$ cat config.mk
export PLATFORM = sky130hd
export DESIGN_NAME = pdop_burst_ctrl
export DESIGN_NICKNAME = d
export VERILOG_FILES = /design/src/rtl/pdop_pkg.sv /design/src/rtl/pdop_rep_timer.sv /design/src/rtl/pdop_quad_gen.sv /design/src/rtl/pdop_burst_seq.sv /design/src/rtl/pdop_burst_ctrl.sv
export SDC_FILE = /design/constraint.sdc
export NUM_CORES = 1
export LEC_CHECK = 0
export BUFFER_PORTS_ARGS = -buffer_cell sky130_fd_sc_hd__buf_2
export CAP_MARGIN = 30
export CORE_MARGIN = 2
export CORE_UTILIZATION = 45
export CTS_BUF_LIST = sky130_fd_sc_hd__clkbuf_16
export DETAILED_ROUTE_END_ITERATION = 12
export GPL_TIMING_DRIVEN = 0
export HOLD_SLACK_MARGIN = 0.08
export SETUP_SLACK_MARGIN = 0.05
export SYNTH_ARGS = -nofsm -noshare
export SYNTH_HDL_FRONTEND = slang
export SYNTH_HIERARCHICAL = 1
export SYNTH_SLANG_ARGS = --single-unit
$ cat constraint.sdc
create_clock -name clk -period 5.35 [get_ports clk]
set_input_delay 0.2675 -clock clk [delete_from_list [all_inputs] [get_ports clk]]
set_output_delay 0.2675 -clock clk [all_outputs]
set_load 0.01 [all_outputs]
$ cat src/rtl/pdop_pkg.sv
package pdop_pkg;
  localparam int PULSE_W = 8;
  localparam int REP_W   = 16;
  localparam int DLY_W   = 16;
  localparam int PRE_W   = 8;

  typedef struct packed {
    logic               fast;
    logic               cont;
    logic [PULSE_W-1:0] pulses;
    logic [REP_W-1:0]   rep;
    logic [DLY_W-1:0]   dly;
  } pdop_cfg_t;
endpackage

$ cat src/rtl/pdop_rep_timer.sv
module pdop_rep_timer #(
  parameter int PRE_W    = 8,
  parameter int PRE_LAST = 255,
  parameter int REP_W    = 16,
  parameter int REP_RST  = 1000
) (
  input  logic             clk,
  input  logic             rst,
  input  logic [REP_W-1:0] rep_lim,
  output logic             wrap
);
  localparam logic [PRE_W-1:0] PRE_TOP = PRE_W'(PRE_LAST);

  logic [PRE_W-1:0] pre_cnt;
  logic [REP_W-1:0] rep_cnt;

  assign wrap = (pre_cnt == PRE_TOP) && (rep_cnt == rep_lim);

  // Reset parks the counters on the last cycle of a period.
  always_ff @(posedge clk) begin
    if (rst) begin
      pre_cnt <= PRE_TOP;
      rep_cnt <= REP_W'(REP_RST);
    end else if (wrap) begin
      pre_cnt <= '0;
      rep_cnt <= '0;
    end else if (pre_cnt == PRE_TOP) begin
      pre_cnt <= '0;
      rep_cnt <= rep_cnt + 1'b1;
    end else begin
      pre_cnt <= pre_cnt + 1'b1;
    end
  end
endmodule

$ cat src/rtl/pdop_quad_gen.sv
module pdop_quad_gen #(
  parameter int DIV_FAST = 3,
  parameter int DIV_SLOW = 4
) (
  input  logic clk,
  input  logic rst,
  input  logic restart,
  input  logic fast,
  output logic ref_i,
  output logic ref_q,
  output logic cyc_done
);
  localparam int DMAX = (DIV_FAST > DIV_SLOW) ? DIV_FAST : DIV_SLOW;
  localparam int QW   = (DMAX > 1) ? $clog2(DMAX) : 1;

  logic [QW-1:0] qd_cnt;
  logic [QW-1:0] qd_last;
  logic [1:0]    jq;
  logic          tick;

  assign qd_last  = fast ? QW'(DIV_FAST - 1) : QW'(DIV_SLOW - 1);
  assign tick     = (qd_cnt == qd_last);
  assign cyc_done = tick && (jq == 2'b10);
  assign ref_i    = jq[0];
  assign ref_q    = jq[1];

  // Johnson sequence 00 -> 01 -> 11 -> 10, one step per quarter tick.
  always_ff @(posedge clk) begin
    if (rst || restart) begin
      qd_cnt <= '0;
      jq     <= 2'b00;
    end else begin
      qd_cnt <= tick ? '0 : qd_cnt + 1'b1;
      if (tick) jq <= {jq[0], ~jq[1]};
    end
  end
endmodule

$ cat src/rtl/pdop_burst_seq.sv
module pdop_burst_seq
  import pdop_pkg::*;
(
  input  logic               clk,
  input  logic               rst,
  input  logic               wrap,
  input  logic               cyc_done,
  input  logic [PULSE_W-1:0] nxt_pulses,
  input  logic               nxt_cont,
  input  logic               act_cont,
  input  logic [DLY_W-1:0]   act_dly,
  output logic               tx_en,
  output logic               rx_open,
  output logic               acq
);
  logic [PULSE_W-1:0] left;
  logic               armed;
  logic [DLY_W-1:0]   dcnt;
  logic               start_tx;

  assign start_tx = nxt_cont || (nxt_pulses != '0);

  always_ff @(posedge clk) begin
    if (rst) begin
      left    <= '0;
      tx_en   <= 1'b0;
      rx_open <= 1'b1;
      armed   <= 1'b0;
      dcnt    <= '0;
      acq     <= 1'b0;
    end else if (wrap) begin
      left    <= nxt_pulses;
      tx_en   <= start_tx;
      rx_open <= !start_tx || nxt_cont;
      armed   <= !start_tx || nxt_cont;
      dcnt    <= '0;
      acq     <= 1'b0;
    end else begin
      acq <= 1'b0;
      if (tx_en && !act_cont && cyc_done) begin
        left <= left - 1'b1;
        if (left == PULSE_W'(1)) begin
          tx_en   <= 1'b0;
          rx_open <= 1'b1;
          armed   <= 1'b1;
          dcnt    <= '0;
        end
      end
      if (armed) begin
        if (dcnt == act_dly) begin
          acq   <= 1'b1;
          armed <= 1'b0;
        end else begin
          dcnt <= dcnt + 1'b1;
        end
      end
    end
  end
endmodule

$ cat src/rtl/pdop_burst_ctrl.sv
module pdop_burst_ctrl
  import pdop_pkg::*;
#(
  parameter int PRE_LAST   = 255,
  parameter int DIV_FAST   = 3,
  parameter int DIV_SLOW   = 4,
  parameter int DEF_FAST   = 1,
  parameter int DEF_PULSES = 4,
  parameter int DEF_REP    = 1000,
  parameter int DEF_DLY    = 64,
  parameter int DEF_CONT   = 0
) (
  input  logic               clk,
  input  logic               rst,
  input  logic               cfg_wr,
  input  logic               cfg_fast,
  input  logic [PULSE_W-1:0] cfg_pulses,
  input  logic [REP_W-1:0]   cfg_rep,
  input  logic [DLY_W-1:0]   cfg_delay,
  input  logic               cfg_cont,
  output logic               tx_en,
  output logic               burst,
  output logic               rx_gate,
  output logic               ref_i,
  output logic               ref_q,
  output logic               acq_start,
  output logic               prf_tick
);
  localparam pdop_cfg_t CFG_DEF = '{
    fast:   1'(DEF_FAST),
    cont:   1'(DEF_CONT),
    pulses: PULSE_W'(DEF_PULSES),
    rep:    REP_W'(DEF_REP),
    dly:    DLY_W'(DEF_DLY)
  };

  pdop_cfg_t pend;
  pdop_cfg_t act;
  logic      wrap;
  logic      cyc_done;

  always_ff @(posedge clk) begin
    if (rst) begin
      pend     <= CFG_DEF;
      act      <= CFG_DEF;
      prf_tick <= 1'b0;
    end else begin
      if (cfg_wr) begin
        pend <= '{fast: cfg_fast, cont: cfg_cont, pulses: cfg_pulses,
                  rep: cfg_rep, dly: cfg_delay};
      end
      if (wrap) act <= pend;
      prf_tick <= wrap;
    end
  end

  pdop_rep_timer #(
    .PRE_W   (PRE_W),
    .PRE_LAST(PRE_LAST),
    .REP_W   (REP_W),
    .REP_RST (DEF_REP)
  ) u_rep (
    .clk    (clk),
    .rst    (rst),
    .rep_lim(act.rep),
    .wrap   (wrap)
  );

  pdop_quad_gen #(
    .DIV_FAST(DIV_FAST),
    .DIV_SLOW(DIV_SLOW)
  ) u_quad (
    .clk     (clk),
    .rst     (rst),
    .restart (wrap),
    .fast    (act.fast),
    .ref_i   (ref_i),
    .ref_q   (ref_q),
    .cyc_done(cyc_done)
  );

  pdop_burst_seq u_seq (
    .clk       (clk),
    .rst       (rst),
    .wrap      (wrap),
    .cyc_done  (cyc_done),
    .nxt_pulses(pend.pulses),
    .nxt_cont  (pend.cont),
    .act_cont  (act.cont),
    .act_dly   (act.dly),
    .tx_en     (tx_en),
    .rx_open   (rx_gate),
    .acq       (acq_start)
  );

  assign burst = tx_en & ref_i;
endmodule

## Word level (Yosys, flattened, before mapping)

Cells that the tools add are included.

| storage, ports and cells | value |
|---|---|
| bits in registers | 133 |
| logic and storage cells | 75 |

| cells by class | value |
|---|---|
| muxes and demuxes | 23 |
| reductions and logical operators | 17 |
| eq/ne operators | 6 |
| add/subtract/negate cells | 5 |
| bitwise gates (word level) | 3 |

Operator list:

| cell | number |
|---|---|
| 16-bit two-way mux | 4 |
| 16-bit by 1-bit adder with 16-bit output (second input constant) | 2 |
| 16-bit == test | 2 |
| 8-bit two-way mux | 4 |
| 10-bit two-way mux | 2 |
| 1-bit two-way mux | 13 |
| 8-bit by 1-bit adder with 8-bit output (second input constant) | 1 |
| 8-bit by 1-bit == test with 1-bit output (second input constant) | 1 |
| 8-bit == test (second input constant) | 1 |
| 8-bit nonzero test | 1 |
| 8-bit by 1-bit subtractor with 8-bit output (second input constant) | 1 |
| 2-bit nonzero test | 3 |
| 1-bit logical AND | 4 |
| 2-bit OR reduction | 2 |
| 1-bit logical OR | 3 |
| 3-bit OR reduction | 1 |
| 2-bit by 1-bit adder with 2-bit output (second input constant) | 1 |
| 2-bit == test | 1 |
| 2-bit == test (second input constant) | 1 |
| 1-bit zero test | 2 |
| 1-bit NOT | 2 |
| 2-bit AND reduction | 1 |
| 1-bit bitwise AND | 1 |

## Longest topological paths before layout

Gate-level depths: netlist of run 1.

| depth | value |
|---|---|
| depth in word-level cells | 8 |
| depth in mapped cells | 11 |

## Modules after synthesis

The synthesis of run 1 kept the hierarchy.

By module, submodules not included:

| module | area an instance (um^2) | times used | cells an instance |
|---|---|---|---|
| pdop_burst_ctrl | 2837.7 | 1 | 249 |
| pdop_burst_seq | 1712.9 | 1 | 198 |
| pdop_rep_timer | 1249.9 | 1 | 144 |
| pdop_quad_gen | 172.7 | 1 | 17 |

## Worst setup path after synthesis of run 1

OpenSTA, ideal clock, no wires.

| path | value |
|---|---|
| path type | register to register |
| start point | register u_rep.rep_cnt[7] |
| end point | register u_seq.dcnt[14] |
| slack | 2.644 ns |
| arrival | 2.584 ns |
| path buffers | 2 |
| period minus slack after synthesis | 2.706 ns |
| data required time | 5.228 ns |
| stages on the path, launching flop included | 11 |
| setup time | 0.122 ns |
| path through | dfxtp_1 xor2_1 nor4_1 nand4_1 nor2_1 clkbuf_1 nor2_1 nand2_1 nor2_2 buf_2 a221o_1 |

| on the way | value |
|---|---|
| cells in the longest elaborated chain, start to end | 3 |

Ends and longest elaborated chain:

| element | RTL line | RTL |
|---|---|---|
| start, declared | pdop_rep_timer.sv:15 | `logic [REP_W-1:0] rep_cnt;` |
| start signal, assigned | pdop_rep_timer.sv:23 | `rep_cnt <= REP_W'(REP_RST);` |
| start signal, assigned | pdop_rep_timer.sv:29 | `rep_cnt <= rep_cnt + 1'b1;` |
| 16-bit == test | pdop_rep_timer.sv:17 | `assign wrap = (pre_cnt == PRE_TOP) && (rep_cnt == rep_lim);` |
| 1-bit logical AND | pdop_rep_timer.sv:17 |  |
| via wrap | pdop_burst_ctrl.sv:39 | `logic wrap;` |
| 2-bit OR reduction (no line) | -- |  |
| end signal, assigned | pdop_burst_seq.sv:54 | `dcnt <= dcnt + 1'b1;` |
| end, declared | pdop_burst_seq.sv:18 | `logic [DLY_W-1:0] dcnt;` |

The timed path passes the listed nets, and every way through them passes these cells.
A chain may end at the register's enable or synchronous reset.

## Worst setup path in the final report of run 1

| path | value |
|---|---|
| start point | register u_rep.rep_cnt[0] |
| end point | register u_seq.dcnt[14] |

Same word-level chain as after synthesis.

==> results of run 1 <==
==> stage by stage <==
step	setup WS, ps	util, %	hold slack, ps	cell area [um^2]	total power (W)
after floorplan	2640	-	344	5970	0.00196
after global placement	1840	49.3	441	6450	0.00214
after detailed placement	2090	49.4	444	6460	0.00217
after CTS	2060	54.4	80.7	7120	0.00324
after global routing	1710	54.4	87.2	7120	0.00339
final	2030	54.4	88.3	7120	0.00322
==> per-layer routing <==
metal  part of all wire, %  vias to the layer above  track usage [%]
met4                   1.8                        0             8.71
met1                    47                     2168             25.7
met3                   4.4                       17             4.21
li1                      -                     2301                -
met2                    47                      101             31.9
met5                     0                        -                0
==> path summary, 6_finish.rpt <==
check	startpoint	endpoint	slack [ps]	cells past startpoint
max	u_rep/rep_cnt[0]	u_seq/dcnt[14]	2030	12
min reg2reg	pend[23]	act[23]	450	1
min	cfg_rep[14]	pend[30]	90	3
max reg2reg	u_rep/rep_cnt[0]	u_seq/dcnt[14]	2030	12
==> state kept, by name (all words and copies together) (netlist names) <==
signal and count:
u_rep/pre_cnt 8, prf_tick 1, u_seq/armed 1, u_seq/left 8, act 34, u_quad/qd_cnt 2, u_seq/rx_open 1, pend 42
u_rep/rep_cnt 16, u_seq/dcnt 16, u_seq/tx_en 1, u_seq/acq 1, u_quad/jq 2
==> cell families (layout without fill, tap and decap cells) <==
kind of cell,count (synthesis),in the layout,share of synthesized area (%)
mux,65,65,10.9
fa+ha+maj,5,5,1.05
flops,133,133,44.6
xor+xnor,61,61,9.20
buf+inv,40,136,5.15
simple gates,239,239,20.7
compound gates,65,65,8.40
==> what timing repair did <==
action                                 in CTS  in global routing
gates resized for setup                     0                  0
hold buffers                               13                  0
endpoints found under the hold margin      13                  0
==> synth_stat cells (2+ instances only) <==
| library cell | instances | share of area, % |
|---|---|---|
| and2b_1 | 4 | 0.50 |
| o21ai_0 | 12 | 1.0 |
| clkbuf_1 | 9 | 0.57 |
| and3_1 | 3 | 0.31 |
| nand3_1 | 17 | 1.4 |
| buf_2 | 10 | 0.84 |
| and2b_4 | 6 | 1.0 |
| mux2i_1 | 64 | 11 |
| buf_6 | 6 | 1.1 |
| dfxtp_1 | 133 | 45 |
| ha_1 | 5 | 1.0 |
| xnor2_1 | 27 | 4.0 |
| nor2_1 | 94 | 5.9 |
| and4_4 | 2 | 0.38 |
| nand4_1 | 11 | 1.2 |
| a22o_1 | 4 | 0.59 |
| and4_1 | 3 | 0.44 |
| and2_1 | 7 | 0.73 |
| nand2_1 | 41 | 2.6 |
| a21oi_1 | 8 | 0.67 |
| a221o_1 | 9 | 1.5 |
| a211oi_1 | 6 | 0.75 |
| a211o_1 | 17 | 2.5 |
| buf_4 | 2 | 0.25 |
| xnor2_2 | 2 | 0.54 |
| o211ai_1 | 2 | 0.25 |
| nor4_1 | 10 | 1.0 |
| buf_12 | 5 | 1.7 |
| nand4b_1 | 2 | 0.29 |
| nor2b_1 | 9 | 0.94 |
| or3_1 | 3 | 0.31 |
| xor2_1 | 32 | 4.7 |
| nor3_1 | 12 | 1.0 |
| inv_1 | 7 | 0.44 |
==> critical path: stages (launching register included) <==
cell      delay, ps
dfxtp_1         320
clkbuf_1        280
xor2_1          130
nor4_1          200
nand4_1         190
nor2_1          400
buf_6           220
clkbuf_1        330
nor2_1          180
nand2_1         290
nor2_2          110
buf_2           240
a221o_1         310
==> power by group through the flow <==
stage,Sequential [W],Combinational (W),Clock [W]
CTS,0.00126,0.000906,0.00108
floorplan,0.00125,0.000710,0
global placement,0.00127,0.000869,0
finish,0.00126,0.000904,0.00106
global route,0.00128,0.000994,0.00112
detailed placement,0.00128,0.000891,0
==> final cells by class <==
| type | instances | area (um^2) | share of cell area (%) |
|---|---|---|---|
| clock inverters | 14 | 106 | 1.49 |
| clock buffers | 17 | 425 | 5.97 |
| plain buffers | 33 | 282 | 3.95 |
| well taps | 176 | 220 | 3.09 |
| repair buffers | 65 | 397 | 5.57 |
| multi-input cells | 435 | 3000 | 42.2 |
| flip-flops and latches | 133 | 2660 | 37.4 |
| inverters | 7 | 26.3 | 0.369 |
==> impl_metrics.json, run 1 <==
{
  "grt_pass1_vias": 4591,
  "via_per_inst": 5.21,
  "synth_nets": 658,
  "antenna_cells": 0,
  "fin_skew_ps": 8.30,
  "cp-end-kind": "flip-flop",
  "finalHoldViolCount": 0,
  "ant_nets": 0,
  "core-area_um2": 13100,
  "layout.cells.non_filler": 880,
  "start_util_pct": 45.6,
  "synth_cells": 608,
  "htree_levels": 4,
  "wire_per_inst_um": 15.0,
  "clk_path_buf_depth": 2,
  "synthDistinctLibCells": 58,
  "synth-seq-cells": 133,
  "crit_required_ps": 5650,
  "max-cap-violations": 0,
  "antenna_found_initial": 0,
  "setup_tns_ps": 0,
  "synth_edf_count": 0,
  "yosysWarningCount": 6,
  "nFillCells": 1214,
  "clkTransAtPathRegs_ps": 50,
  "cts_setup_buffers": 0,
  "cts_num_sinks": 133,
  "num_rows": 42,
  "wirelength_um": 13200,
  "fmax_mhz": 301,
  "start_kind": "flip-flop",
  "p_int_w": 0.00224,
  "finalSetupViolations": 0,
  "rsz0062_at_grt": "no",
  "grt-ovfl-total": 0,
  "grt_use_total_pct": 19.9,
  "grt_pass1_wl_um": 22200,
  "drt_first_pass_iters": 5,
  "drv_slew": 0,
  "drt_iter0_drc": 270,
  "arrival_ps": 3620,
  "syn_avg_cell_area_um2": 9.82,
  "final_common_cell": "dfxtp_1",
  "io_pins": 52,
  "power.switching_w": 0.000981,
  "port_buffers": 51,
  "finalCritPeriodShare_pct": 62.1,
  "worst_pin_slew_ps": 662,
  "p_seq_share_pct": 39.1,
  "crit_type": "reg -> reg",
  "dieArea_um2": 14200,
  "cts_root_buf": "clkbuf_16",
  "ys_seq_area_share_pct": 44.6,
  "peakVddDrop_mv": 0.264,
  "p_comb_share_pct": 28.1,
  "nets": 742,
  "die_h_um": 119,
  "fin_crit_ps": 3320,
  "gp_congestion": 0.852,
  "cts_buffers": 17,
  "crit_fanout": 12,
  "async_flop_share_pct": 0,
  "hold_class": "in -> reg",
  "areaGrowthSynthToFinish_pct": 19.2,
  "p_leak_nw": 2.90,
  "num_vias": 4587,
  "ys.flop_type": "dfxtp_1",
  "netlist_area_um2": 5970,
  "drive_gt1_share_pct": 17.2,
  "maxSlewHeadroom_pct": 55.6,
  "drc_errors": 0,
  "clkPwrFrac_pct": 32.8,
  "sw_frac_of_total_pct": 30.5,
  "dieWidth_um": 119,
  "power.density_nw_per_um2": 452,
  "cts_tree": "done",
  "grt_max_degree": 17,
  "status": "complete, no violations",
  "placed_cells": 836,
  "hpwl_um": 9450,
  "clkLatencyLatePin_ps": 420,
  "final_cell_mix": "dfxtp_1, nor2_1, mux2i_1, buf_2, nand2_1"
}
Power figures use the tool's default switching activity.
==> inputs of run 2 (changes only) <==
--- a/config.mk
+++ b/config.mk
@@ -5,6 +5,7 @@
 export SDC_FILE = /design/constraint.sdc
 export NUM_CORES = 1
 export LEC_CHECK = 0
+export ABC_AREA = 1
 export BUFFER_PORTS_ARGS = -buffer_cell sky130_fd_sc_hd__buf_2
 export CAP_MARGIN = 30
 export CORE_MARGIN = 2
==> constraint.sdc (replaced) <==
create_clock -name clk -period 3.4 [get_ports clk]
set_input_delay 0.17 -clock clk [delete_from_list [all_inputs] [get_ports clk]]
set_output_delay 0.17 -clock clk [all_outputs]
set_load 0.01 [all_outputs]
==> run 2 against run 1 <==
Clock skew increased by 1.3 ps. Combinational power increased by 130%. Register-to-register slack got worse by 1300 ps. Sequential cell count unchanged. Area after synthesis increased by 14%. Worst hold slack improved by 16 ps. Largest power group unchanged. Highest routed layer unchanged.
==> impl_metrics.json, run 2 <==
{
  "status": "complete, no violations",
  "grt_max_degree": 17,
  "grt_pass1_vias": 5848,
  "drv_slew": 0,
  "cp_top_family": "simple AND/OR/NAND/NOR gates",
  "synthDistinctLibCells": 38,
  "areaGrowthSynthToFinish_pct": 22.6,
  "critPathBufInv": 4,
  "sw_frac_of_total_pct": 36.0,
  "timing.critical_path.depth": 13,
  "async_flop_share_pct": 0,
  "cts_setup_buffers": 0,
  "drive_gt1_share_pct": 11.9,
  "dpl-instance-area_um2": 7310,
  "die_h_um": 127,
  "synth_cells": 1093,
  "syn_avg_cell_area_um2": 6.25,
  "path_cells": "ha_1 -> nand2_1 -> nor2_2 -> nand2_2 -> inv_1 -> nand3_1 -> inv_1 -> nor2_1 -> inv_1 -> clkbuf_1 -> a21oi_1 -> nand2_1 -> nor2_1",
  "finalCritPeriodShare_pct": 79.3,
  "final_cell_mix": "nand2_1, nor2_1, inv_1, dfxtp_1, buf_2",
  "wire_per_inst_um": 11.6,
  "yosysWarningCount": 6,
  "synth-seq-cells": 133,
  "fin_crit_ps": 2700,
  "largest_reg_flops": 42,
  "slowest_stage": "nor2_1",
  "cts_root_buf": "clkbuf_16",
  "worst_pin_slew_ps": 649,
  "crit_fanout": 10,
  "grt_pass1_wl_um": 27600,
  "gp_congestion": 0.863,
  "p_seq_share_pct": 34.4,
  "arrival_ps": 3050,
  "cts_tree": "done",
  "fin_skew_ps": 9.55,
  "cpPeakStageDelay_ps": 540,
  "maxSlewHeadroom_pct": 56.5,
  "p_comb_share_pct": 33.5,
  "htree_levels": 4,
  "core-area_um2": 15000,
  "start_kind": "flip-flop",
  "crit_path_frequent_cell": "inv_1",
  "dieArea_um2": 16200,
  "totalPowerFinal_w": 0.00617,
  "start_util_pct": 45.4,
  "grt_use_total_pct": 21.4,
  "finish.instance_area_um2": 8370,
  "via_per_inst": 4.59,
  "port_buffers": 50,
  "cp-end-kind": "flip-flop",
  "nets": 1254,
  "clkLatencyLatePin_ps": 420,
  "hold_class": "in -> reg",
  "final_core_util_pct": 55.7,
  "setup_tns_ps": 0,
  "hpwl_um": 11500,
  "hold_depth": 4,
  "ys.flop_type": "dfxtp_1",
  "clkTransAtPathRegs_ps": 60,
  "peakVddDrop_mv": 0.435,
  "clk_path_buf_depth": 2,
  "drt_iter0_drc": 324,
  "grt-ovfl-total": 0,
  "finalHoldViolCount": 0,
  "rsz0062_at_grt": "no",
  "yosys-top-cells-area": "dfxtp_1, nand2_1, nor2_1",
  "antenna_cells": 0,
  "ys_seq_area_share_pct": 39.0,
  "cts_num_sinks": 133,
  "final_common_cell": "nand2_1",
  "yosysMostFrequentCell": "nand2_1",
  "power.switching_w": 0.00222,
  "synth_edf_count": 0,
  "crit_required_ps": 3750,
  "max-cap-violations": 0,
  "p_leak_nw": 4.14,
  "fmax_mhz": 371,
  "netlist_area_um2": 6830,
  "synthTopCellsByCount": "nand2_1, nor2_1, inv_1",
  "num_vias": 6450,
  "top_regs": "pend x42, act x34",
  "yosysTopAreaCell": "dfxtp_1",
  "io_pins": 52,
  "power.density_nw_per_um2": 737,
  "drt_first_pass_iters": 5,
  "wirelength_um": 16300,
  "ant_nets": 0,
  "clkPwrFrac_pct": 32.1,
  "synth_top_area_share_pct": 39.0,
  "synth_nets": 1143,
  "nFillCells": 1535,
  "antenna_found_initial": 0,
  "cts_buffers": 17,
  "num_rows": 45,
  "p_int_w": 0.00395,
  "crit_type": "reg -> reg",
  "rr_worst_depth": 13,
  "drc_errors": 0,
  "largest_register": "pend",
  "dieWidth_um": 127,
  "finalSetupViolations": 0
}
## run 2: final timing paths
check                                 startpoint             to  slack (ps)
worst max-delay path            u_rep/pre_cnt[0]  u_seq/dcnt[4]         700
worst min-delay path                      cfg_wr       pend[40]         100
worst max register to register  u_rep/pre_cnt[0]  u_seq/dcnt[4]         700
worst min register to register          pend[41]       pend[41]         460
## run 2: area by class of cell
class | count | area [um^2] | area share, %
well taps | 188 | 235 | 2.81
clock buffers | 17 | 425 | 5.08
inverters | 162 | 608 | 7.27
flip-flops and latches | 133 | 2660 | 31.8
clock inverters | 15 | 211 | 2.53
multi-input cells | 764 | 3350 | 40.0
repair buffers | 92 | 671 | 8.01
plain buffers | 34 | 206 | 2.47
## run 2: power by group through the flow
stage | clock network [W] | registers [W] | logic (W)
finish | 0.00198 | 0.00212 | 0.00207
global route | 0.00210 | 0.00217 | 0.00242
CTS | 0.00203 | 0.00212 | 0.00209
detailed placement | 0 | 0.00215 | 0.00203
floorplan | 0 | 0.00209 | 0.00161
global placement | 0 | 0.00215 | 0.00201
## run 2: worst min-delay path, delay by kind of cell
family,cells,cell delay [ps]
and+or+nand+nor,3,150
buffers and inverters,1,160
## run 2: cell families after synthesis
| kind of cell | share of synthesized area, % |
|---|---|
| AO/OA/AOI/OAI | 3.98 |
| XOR/XNOR | 3.72 |
| adder cells (fa/ha/maj) | 0.916 |
| buffers and inverters | 11.9 |
| flip-flops | 39.0 |
| AND/OR/NAND/NOR | 40.5 |
## run 2: repair_timing
action	CTS	global route
hold endpoints to repair	42	0
hold buffers	42	0
resized for setup	0	0
## run 2: metrics by stage
stage / hold WS [ps] / worst slack (ps) / cells
after floorplan: 242 / 1450 / 1093
after global placement: 380 / 710 / 1331
after detailed placement: 384 / 713 / 1331
after CTS: 90.4 / 683 / 1405
after global routing: 123 / 383 / 1405
final: 105 / 703 / 1405
## run 2: layer usage
metal / global-route usage [%] / routed length (um) / share of wire [%]
met5: 0 / 0 / 0
met4: 6.01 / 211 / 1.3
met3: 5.11 / 663 / 4.1
met2: 34.4 / 7380 / 45
met1: 28.9 / 8070 / 49
==> inputs of run 3 (changes only) <==
==> constraint.sdc (replaced) <==
create_clock -name clk -period 2.3 [get_ports clk]
set_input_delay 0.115 -clock clk [delete_from_list [all_inputs] [get_ports clk]]
set_output_delay 0.115 -clock clk [all_outputs]
set_load 0.01 [all_outputs]
==> run 3 against run 2 <==
Clock power up 48%. Register-to-register slack worse by 410 ps. Worst setup slack worse by 410 ps. Die area unchanged. Sequential cell count unchanged. Maximum frequency up 34%. Wire length up 2.8%. Sequential share of layout area down 0.89 points. Power up 50%. Critical path type unchanged.
==> impl_metrics.json, run 3 (synthesis results as in run 2) <==
{
  "slowest_stage": "dfxtp_1",
  "drive_gt1_share_pct": 12.5,
  "finalCritPeriodShare_pct": 87.5,
  "status": "complete, no violations",
  "hold_depth": 4,
  "drc_errors": 0,
  "io_pins": 52,
  "drv_slew": 0,
  "grt_pass1_wl_um": 28300,
  "num_vias": 6558,
  "cp_top_family": "buffers and inverters",
  "hold_class": "in -> reg",
  "clkTransAtPathRegs_ps": 60,
  "cpPeakStageDelay_ps": 340,
  "maxSlewHeadroom_pct": 61.5,
  "clk_path_buf_depth": 2,
  "drt_first_pass_iters": 5,
  "worst_pin_slew_ps": 577,
  "antenna_found_initial": 0,
  "grt_use_total_pct": 21.9,
  "critPathBufInv": 4,
  "power.switching_w": 0.00335,
  "nFillCells": 1511,
  "rsz0062_at_grt": "no",
  "grt_pass1_vias": 6007,
  "path_cells": "ha_1 -> nand2_1 -> nor2_4 -> nand2_2 -> inv_4 -> nand3_2 -> inv_4 -> clkbuf_4 -> buf_2 -> nor2_1 -> nor2_1",
  "largest_reg_flops": 42,
  "holdCritStartpoint": "cfg_wr",
  "clkPwrFrac_pct": 31.6,
  "fmax_mhz": 497,
  "cts_tree": "done",
  "p_seq_share_pct": 33.8,
  "wirelength_um": 16800,
  "nets": 1274,
  "cts_num_sinks": 133,
  "arrival_ps": 2360,
  "reg2reg_setup_slack_ps": 290,
  "areaGrowthSynthToFinish_pct": 26.1,
  "htree_levels": 4,
  "layout.cells.non_filler": 1425,
  "placed_cells": 1331,
  "crit_required_ps": 2650,
  "grt_max_degree": 17,
  "cp-end-kind": "flip-flop",
  "p_int_w": 0.00592,
  "top_regs": "pend x42, act x34",
  "fin_skew_ps": 12.2,
  "final_core_util_pct": 57.3,
  "routed.top_layer": "met4",
  "drt_iter0_drc": 364,
  "via_per_inst": 4.60,
  "clkLatencyLatePin_ps": 420,
  "cts_root_buf": "clkbuf_16",
  "finalSetupViolations": 0,
  "max-cap-violations": 0,
  "start_kind": "flip-flop",
  "cts_buffers": 17,
  "power.density_nw_per_um2": 1080,
  "rr_worst_depth": 11,
  "wire_per_inst_um": 11.8,
  "p_comb_share_pct": 34.5,
  "dr_wl_met2_um": 7750,
  "port_buffers": 50,
  "die_h_um": 127,
  "num_rows": 45,
  "rr_startpoint": "u_rep/pre_cnt[0]",
  "start_util_pct": 45.4,
  "final_cell_mix": "nand2_1, nor2_1, inv_1, dfxtp_1",
  "fin_crit_ps": 2010,
  "sw_frac_of_total_pct": 36.1,
  "crit_fanout": 10,
  "antenna_cells": 0,
  "gp_congestion": 0.863,
  "grt-ovfl-total": 0,
  "crit_type": "reg -> reg",
  "rr_endpoint": "act[7]",
  "peakVddDrop_mv": 0.648,
  "holdPathEnd": "pend[30]",
  "dieArea_um2": 16200,
  "dieWidth_um": 127,
  "p_leak_nw": 4.21,
  "finalHoldViolCount": 0,
  "drt-met1-wl_um": 8160,
  "final_common_cell": "nand2_1",
  "met3WireLength_um": 634,
  "ant_nets": 0,
  "hpwl_um": 11500,
  "largest_register": "pend",
  "core-area_um2": 15000
}
run 3: cell types whose count changed in the layout (fill, tap and decap cells not counted), sizes merged:
cell         before  now
clkbuf           27   29
dlygate4sd3      42   60
inv             162  163
clkinv            6    5
run 3: repair_timing:
action / CTS / global route
cloned: 0 / 0
setup buffers: 0 / 2
setup endpoints to repair: 56 / 56
endpoints found under the hold margin: 43 / 0
pin swaps: 0 / 1
hold buffers: 60 / 0
gates resized for setup: 9 / 12
run 3: power groups by stage:
stage	sequential (W)	combinational, W	clock [W]
after global placement	0.00318	0.00297	0
after CTS	0.00314	0.00314	0.00300
after global routing	0.00321	0.00373	0.00310
final	0.00314	0.00320	0.00294
after floorplan	0.00309	0.00238	0
after detailed placement	0.00318	0.00300	0
run 3: area by class of cell:
cell class / count / area, um^2 / area share (%)
multi-input cells: 764 / 3370 / 39.1
flip-flops and latches: 133 / 2660 / 30.9
repair buffers: 112 / 866 / 10.1
inverters: 162 / 616 / 7.15
clock buffers: 17 / 425 / 4.94
well taps: 188 / 235 / 2.73
plain buffers: 34 / 224 / 2.60
clock inverters: 15 / 211 / 2.46
run 3: worst min-delay path, delay by kind of cell:
kind	cells	cell delay (ps)
AND/OR/NAND/NOR	3	190
buffers and inverters	1	170
run 3: layer usage:
| metal | global-route usage, % | vias up |
|---|---|---|
| met1 | 28.8 | 2904 |
| met5 | 0 | - |
| met3 | 5.15 | 18 |
| met2 | 36.1 | 119 |
| met4 | 6.27 | 0 |
| li1 | - | 3517 |
run 3: stage by stage:
step / hold WS (ps) / power (W) / worst slack (ps) / area (um^2) / TNS [ps]
2_1_floorplan: 187 / 0.00546 / 352 / 6830 / 0
3_3_place_gp: 325 / 0.00615 / -390 / 7310 / -5040
3_5_place_dp: 329 / 0.00618 / -387 / 7310 / -4940
4_1_cts: 85.3 / 0.00928 / 62.3 / 8570 / 0
5_1_grt: 106 / 0.0100 / 50.8 / 8610 / 0
6_report: 96.8 / 0.00928 / 289 / 8610 / 0
run 3: worst max-delay path by stage:
stage,endpoint,slack (ps),cells past startpoint,from
final,act[7],290,11,u_rep/pre_cnt[0]
after global routing,act[10],50,11,u_rep/pre_cnt[0]
after CTS,act[25],60,11,u_rep/pre_cnt[0]
after detailed placement,u_seq/dcnt[15],-390,13,u_rep/pre_cnt[0]
after global placement,u_seq/dcnt[9],-390,13,u_rep/pre_cnt[0]
after floorplan,u_seq/dcnt[8],350,13,u_rep/pre_cnt[0]
